[src/rtl/fconf_pkg.sv]
package fconf_pkg;

    localparam int CNT_W = 8;
    localparam int TEC_W = CNT_W + 1;

    typedef enum logic [1:0] {
        ST_ACTIVE  = 2'd0,
        ST_WARN    = 2'd1,
        ST_PASSIVE = 2'd2,
        ST_BUSOFF  = 2'd3
    } fc_state_e;

    typedef struct packed {
        logic tx_err;
        logic rx_err;
        logic tx_ok;
        logic rx_ok;
    } fc_events_t;

    // Derive confinement state; transmit count alone reaches bus-off.
    function automatic fc_state_e classify(
        input logic [TEC_W-1:0] tec,
        input logic [CNT_W-1:0] rec,
        input int               warn_lim,
        input int               pass_lim
    );
        logic [TEC_W-1:0] rec_x;
        rec_x = {1'b0, rec};
        if (tec[TEC_W-1])
            return ST_BUSOFF;
        else if (tec >= TEC_W'(pass_lim) || rec_x >= TEC_W'(pass_lim))
            return ST_PASSIVE;
        else if (tec >= TEC_W'(warn_lim) || rec_x >= TEC_W'(warn_lim))
            return ST_WARN;
        else
            return ST_ACTIVE;
    endfunction

endpackage

[src/rtl/fconf_err_counters.sv]
module fconf_err_counters
    import fconf_pkg::*;
#(
    parameter int TX_STEP = 8
) (
    input  logic                clk,
    input  logic                rst,
    input  fc_events_t          ev,
    input  logic                clear,
    output logic [TEC_W-1:0]    tec,
    output logic [CNT_W-1:0]    rec,
    output logic                over
);
    logic [TEC_W-1:0] tec_q;
    logic [CNT_W-1:0] rec_q;

    assign over = tec_q[TEC_W-1];

    always_ff @(posedge clk) begin
        if (rst || clear) begin
            tec_q <= '0;
            rec_q <= '0;
        end else if (!over) begin
            if (ev.tx_err)
                tec_q <= tec_q + TEC_W'(TX_STEP);
            else if (ev.tx_ok && tec_q != '0)
                tec_q <= tec_q - 1'b1;

            if (ev.rx_err) begin
                if (rec_q != '1)
                    rec_q <= rec_q + 1'b1;
            end else if (ev.rx_ok && rec_q != '0) begin
                rec_q <= rec_q - 1'b1;
            end
        end
    end

    assign tec = tec_q;
    assign rec = rec_q;
endmodule

[src/rtl/fconf_recess_mon.sv]
module fconf_recess_mon #(
    parameter int RUN_LEN   = 11,
    parameter int RUN_COUNT = 128
) (
    input  logic clk,
    input  logic rst,
    input  logic en,
    input  logic tick,
    input  logic bus_bit,
    output logic done
);
    localparam int RUN_W = $clog2(RUN_LEN);
    localparam int OCC_W = $clog2(RUN_COUNT);

    logic [RUN_W-1:0] run_q;
    logic [OCC_W-1:0] occ_q;
    logic             run_end;

    assign run_end = en && tick && bus_bit && (run_q == RUN_W'(RUN_LEN - 1));
    assign done    = run_end && (occ_q == OCC_W'(RUN_COUNT - 1));

    always_ff @(posedge clk) begin
        if (rst || !en) begin
            run_q <= '0;
            occ_q <= '0;
        end else if (tick) begin
            if (!bus_bit) begin
                run_q <= '0;
            end else if (run_end) begin
                run_q <= '0;
                occ_q <= occ_q + 1'b1;
            end else begin
                run_q <= run_q + 1'b1;
            end
        end
    end
endmodule

[src/rtl/fconf_suspend.sv]
module fconf_suspend #(
    parameter int IDLE_BITS = 8
) (
    input  logic clk,
    input  logic rst,
    input  logic en,
    input  logic tick,
    input  logic bus_bit,
    output logic hold
);
    localparam int IW = $clog2(IDLE_BITS + 1);

    logic [IW-1:0] idle_q;

    always_ff @(posedge clk) begin
        if (rst || !en)
            idle_q <= '0;
        else if (tick) begin
            if (!bus_bit)
                idle_q <= '0;
            else if (idle_q != IW'(IDLE_BITS))
                idle_q <= idle_q + 1'b1;
        end
    end

    assign hold = en && (idle_q != IW'(IDLE_BITS));
endmodule

[src/rtl/can_fault_confine.sv]
module can_fault_confine
    import fconf_pkg::*;
#(
    parameter int WARN_LIM  = 96,
    parameter int PASS_LIM  = 128,
    parameter int TX_STEP   = 8,
    parameter int RUN_LEN   = 11,
    parameter int RUN_COUNT = 128,
    parameter int IDLE_BITS = 8
) (
    input  logic             clk,
    input  logic             rst,
    input  logic             tx_err_i,
    input  logic             rx_err_i,
    input  logic             tx_ok_i,
    input  logic             rx_ok_i,
    input  logic             bit_tick_i,
    input  logic             bus_bit_i,
    input  logic             tx_req_i,
    output logic [TEC_W-1:0] tec_o,
    output logic [CNT_W-1:0] rec_o,
    output logic [1:0]       state_o,
    output logic             passive_flag_o,
    output logic             suspend_o,
    output logic             drv_off_o,
    output logic             irq_o
);
    fc_events_t ev;
    fc_state_e  state_q, state_d;
    logic       irq_q;
    logic       over, recovered;
    logic [TEC_W-1:0] tec;
    logic [CNT_W-1:0] rec;

    assign ev = '{tx_err: tx_err_i, rx_err: rx_err_i, tx_ok: tx_ok_i, rx_ok: rx_ok_i};

    fconf_err_counters #(.TX_STEP(TX_STEP)) u_cnt (
        .clk   (clk),
        .rst   (rst),
        .ev    (ev),
        .clear (recovered),
        .tec   (tec),
        .rec   (rec),
        .over  (over)
    );

    fconf_recess_mon #(.RUN_LEN(RUN_LEN), .RUN_COUNT(RUN_COUNT)) u_mon (
        .clk     (clk),
        .rst     (rst),
        .en      (over),
        .tick    (bit_tick_i),
        .bus_bit (bus_bit_i),
        .done    (recovered)
    );

    fconf_suspend #(.IDLE_BITS(IDLE_BITS)) u_susp (
        .clk     (clk),
        .rst     (rst),
        .en      (tx_req_i && state_q == ST_PASSIVE),
        .tick    (bit_tick_i),
        .bus_bit (bus_bit_i),
        .hold    (suspend_o)
    );

    assign state_d = classify(tec, rec, WARN_LIM, PASS_LIM);

    always_ff @(posedge clk) begin
        if (rst) begin
            state_q <= ST_ACTIVE;
            irq_q   <= 1'b0;
        end else begin
            state_q <= state_d;
            irq_q   <= (state_d != state_q);
        end
    end

    assign tec_o          = tec;
    assign rec_o          = rec;
    assign state_o        = state_q;
    assign irq_o          = irq_q;
    assign passive_flag_o = (state_q == ST_PASSIVE);
    assign drv_off_o      = (state_q == ST_BUSOFF);
endmodule

[config.mk]
export PLATFORM = sky130hd
export DESIGN_NAME = can_fault_confine
export DESIGN_NICKNAME = d
export VERILOG_FILES = /design/src/rtl/fconf_pkg.sv /design/src/rtl/fconf_err_counters.sv /design/src/rtl/fconf_recess_mon.sv /design/src/rtl/fconf_suspend.sv /design/src/rtl/can_fault_confine.sv
export SDC_FILE = /design/constraint.sdc
export NUM_CORES = 1
export LEC_CHECK = 0
export ABC_AREA = 1
export CAP_MARGIN = 10
export CORE_ASPECT_RATIO = 1.2
export CORE_MARGIN = 2
export CORE_UTILIZATION = 49
export CTS_CLUSTER_SIZE = 14
export DETAILED_ROUTE_END_ITERATION = 10
export PLACE_DENSITY = 0.76
export SLEW_MARGIN = 25
export SYNTH_ARGS = -nofsm -noshare
export SYNTH_HDL_FRONTEND = slang
export SYNTH_SLANG_ARGS = --single-unit
[constraint.sdc]
create_clock -name clk -period 1.85 [get_ports clk]
set_clock_uncertainty 0.2 [all_clocks]
set_input_delay 0.37 -clock clk [delete_from_list [all_inputs] [get_ports clk]]
set_output_delay 0.37 -clock clk [all_outputs]
set_load 0.01 [all_outputs]
==> results.md <==
- Worst hold endpoint: u_susp.idle_q[2]
- Worst r2r path cells: 9
- Adder-cell share of the synthesized area: 9.18%
- Routed wire length: 5350 µm
- DRC Markers: 0
- Post-synth EDFFs: 0
- Starting DRT DRC Count: 76
- Synth warnings: 0
- Simple logic cell fraction of the synthesized area: 35.1%
- Max cap viols: 0
- Post-CTS Hold Buffers: 0
- Hold Path Cell Cnt: 1
- Post CTS Setup Buffer Count: 0
- R2r endpoint: u_cnt.tec[4]
- Slew @ Worst Pin: roughly 0.35 ns
- Post-Synth XOR/XNOR Area: 4.65%
- Wire length per cell: 11.3 µm
- Number of iterations in the first detailed-routing pass: 4
- Routed Antenna Nets: 0
- Largest net degree at the start of global routing: 12
- Syn-to-layout area delta: 34.6%
- Clk sinks: 35
- Max VDD drop: 538 µV
- Tmin final: around 1.8 ns
- Worst Setup Start Kind: flip-flop
- WP buf/inv: 3
- Initial antenna violation count: 0
- Post-layout nets: approximately 440
- Register area share after synthesis: around 31%
- Initial Util: 50.0%
- Vias in the first global route: 2184
- Synthesized area: 2260 µm²
- Power per cell area: 870 nW/µm²
- Fillers: 421
- Post-synthesis compound-gate area fraction: ~9.8%
- Leakage: around 1.5 nW
- Yosys reg bits: 35
- Via count: about 2400
- CP most frequent cell: inv_1
- Global-route wire length before repair: roughly 9200 µm
- Clk_lat worst skew: 0.29 ns
- Pre-CTS WS: -0.493 ns
- Final Max Slew Viols: 0
- Ys async rst share: 0%
- Mean Syn Cell Area: around 6.6 µm²
- Worst rel slew slack: 76.2%
- Worst path cell trace: inv_1 -> ha_1 -> nand3b_1 -> inv_1 -> nor2_1 -> buf_2
- CP Depth: 6
- RSZ-0062 raised after global routing: true
- Share of total power in the clock network: 20.6%
- Tcrit/Tclk final: between 90% and 100%
- Final setup violation count: 0
- Fin. Hold Viols: 0
- Io pins: 32
- Main combinational cell family by area after synthesis: simple AND/OR/NAND/NOR gates
- Switching Power: 0.980 mW
- Clock Path Buffers: 2
- Cts bufs inserted: 5
- Sequential power share: between 30% and 40%
- Congestion Overflow GR: 0
- Crit path max-delay family: flip-flops
- FP Rows: 27
- Critical Path RT: 1.28 ns
- Mapped Nets: 370
- Crit end category: primary output
- Slowest stage delay, CP: 0.33 ns
- Setup ws final: 0.0320 ns
- CP Class: flip-flop to primary output
- Hold crit path type: flip-flop to flip-flop
- Layout cells sized above 1: 18.3%
- Cell count after synthesis: 345
- Final Power: between 2 and 3 mW
- Root Buffer: clkbuf_8
- Overall die height: 78.4 µm
- Sw frac: 37.0%
- Crit. Startpoint: u_susp.idle_q[0]
- Hold path startpoint: u_susp.idle_q[2]
- CTS tree: built
- Chip width: 66.0 µm
- Gate power share: a little over two fifths
- I/O Buffers: 31
- Status: finished clean
- Worst-path clk slew: 0.07 ns
- Crit path max-delay cell type: dfxtp_2
- GPL Wtd Cong: 0.907
- Reg-to-reg setup timing slack: 0.15 ns
- Pint: between 1.5 and 2 mW
- Ant. Diodes: 0
- Crit-path max FO: 2
- # H-tree levels: 2
- Core Region: around 4500 µm²
- Fmax: 550 MHz
- Vias per cell: 5.07
- Total track usage: approximately 22%
- Most common flop cell mapped by yosys: dfxtp_1
- Critical Path AT: 1.25 ns
- Die ar.: between 5000 and 6000 µm²
- Hold Slack: roughly 0.28 ns
- Distinct cells, synth: 26
- Multiplexer share of the synthesized area: 0%
- Post-DP HPWL: 4040 µm
[what timing repair did]
action / CTS / global route
pin swaps: 0 / 0
setup endpoints to repair: 20 / 23
gates resized for setup: 27 / 17
[through the flow]
step | util [%] | TNS (ns) | cell area, µm² | std cells
after floorplan | - | 0 | 2260 | 345
after global placement | 63.4 | -3.48 | 2870 | 465
after detailed placement | 63.4 | -4.26 | 2870 | 465
after CTS | 66.3 | 0 | 3000 | 473
after global routing | 67.3 | -0.0421 | 3050 | 473
final | 67.3 | 0 | 3050 | 473
[worst register-to-register path, delay by kind of cell, from the launching register on]
family                     cells  cell delay [ns]
and+or+nand+nor                6             0.57
buffers and inverters          1             0.08
DFF                            1             0.33
adders and majority gates      1             0.21
AOI/OAI and AO/OA              1             0.19
[power by group through the flow]
| stage | Clock (mW) | Sequential (mW) | Combinational [mW] |
|---|---|---|---|
| 6_report | 0.547 | 0.963 | 1.14 |
| 5_1_grt | 0.592 | 0.974 | 1.29 |
| 4_1_cts | 0.560 | 0.955 | 1.12 |
| 3_5_place_dp | 0 | 0.956 | 1.08 |
| 3_3_place_gp | 0 | 0.955 | 1.06 |
| 2_1_floorplan | 0 | 0.974 | 0.619 |
[state kept, by name, summed over array words and instances, names as in the netlist, named ones only]
name and flops:
u_cnt.tec 6, u_mon.occ_q 7, u_susp.idle_q 4, state_o 2, u_cnt.rec 8, irq_o 1, u_mon.run_q 4
[cell type report]
type / count / area [µm²] / share of cell area, %
clock inverter: 2 / 12.5 / 0.411
tap: 58 / 72.6 / 2.38
multi-input combinational: 254 / 1400 / 46.1
inverter: 52 / 198 / 6.49
timing repair buffer: 66 / 567 / 18.6
sequential: 35 / 719 / 23.6
clock buffer: 6 / 72.6 / 2.38
[worst max-delay path by stage]
| stage | to | slack (ns) |
|---|---|---|
| finish | suspend_o | 0.03 |
| global route | suspend_o | -0.04 |
| CTS | tec_o[8] | 0.005 |
| detailed placement | u_cnt.rec[6] | -0.49 |
| global placement | u_cnt.rec[6] | -0.43 |
| floorplan | u_cnt.rec[6] | 0.07 |
[Yosys cell counts, drive strengths merged, types with 2 or more instances]
master / count / share of area (%)
a21oi: 28 / 6.4
buf: 4 / 1.7
dfxtp: 35 / 31
ha: 15 / 8.3
inv: 52 / 8.6
nand2: 89 / 15
nand3: 31 / 6.9
nand3b: 2 / 0.66
nand4: 8 / 2.2
nor2: 43 / 7.5
nor3: 7 / 1.5
o21ai: 11 / 2.4
o21bai: 3 / 1.0
or2: 2 / 0.55
xnor2: 3 / 1.2
xor2: 9 / 3.5
[cells in the final DEF, fill, tap and decap left out, types with 2 or more instances in the layout]
cell | synthesis | final
nand2_1 | 87 | 87
inv_1 | 52 | 49
nor2_1 | 42 | 40
buf_4 | 2 | 35
nand3_1 | 31 | 31
a21oi_1 | 27 | 23
dfxtp_1 | 35 | 22
clkdlybuf4s50_1 | 0 | 20
dfxtp_2 | 0 | 12
ha_1 | 15 | 10
o21ai_0 | 9 | 9
xor2_1 | 9 | 9
nand4_1 | 8 | 8
nor3_1 | 7 | 7
dlygate4sd2_1 | 0 | 7
a21oi_2 | 1 | 5
clkbuf_8 | 0 | 5
ha_4 | 0 | 4
o21bai_1 | 3 | 3
xnor2_1 | 3 | 3
dlymetal6s2s_1 | 0 | 3
nor2_2 | 0 | 2
nand3b_1 | 2 | 2
o21ai_1 | 2 | 2
inv_2 | 0 | 2
[per-layer routing]
| layer | vias to the layer above | wire length, µm | track usage (%) |
|---|---|---|---|
| li1 | 1241 | - | - |
| met1 | 1099 | 2320 | 27.5 |
| met2 | 48 | 2750 | 37.6 |
| met3 | 8 | 209 | 4.30 |
| met4 | 0 | 68 | 8.37 |
| met5 | - | 0 | 0 |
[cells by family (layout without fill, tap and decap cells)]
family / Yosys count / after routing
compound gates: 42 / 42
xor+xnor: 12 / 12
fa+ha+maj: 16 / 16
buf+inv: 56 / 126
flops: 35 / 35
simple gates: 184 / 184
No activity file was read; power rests on OpenSTA's default activity.
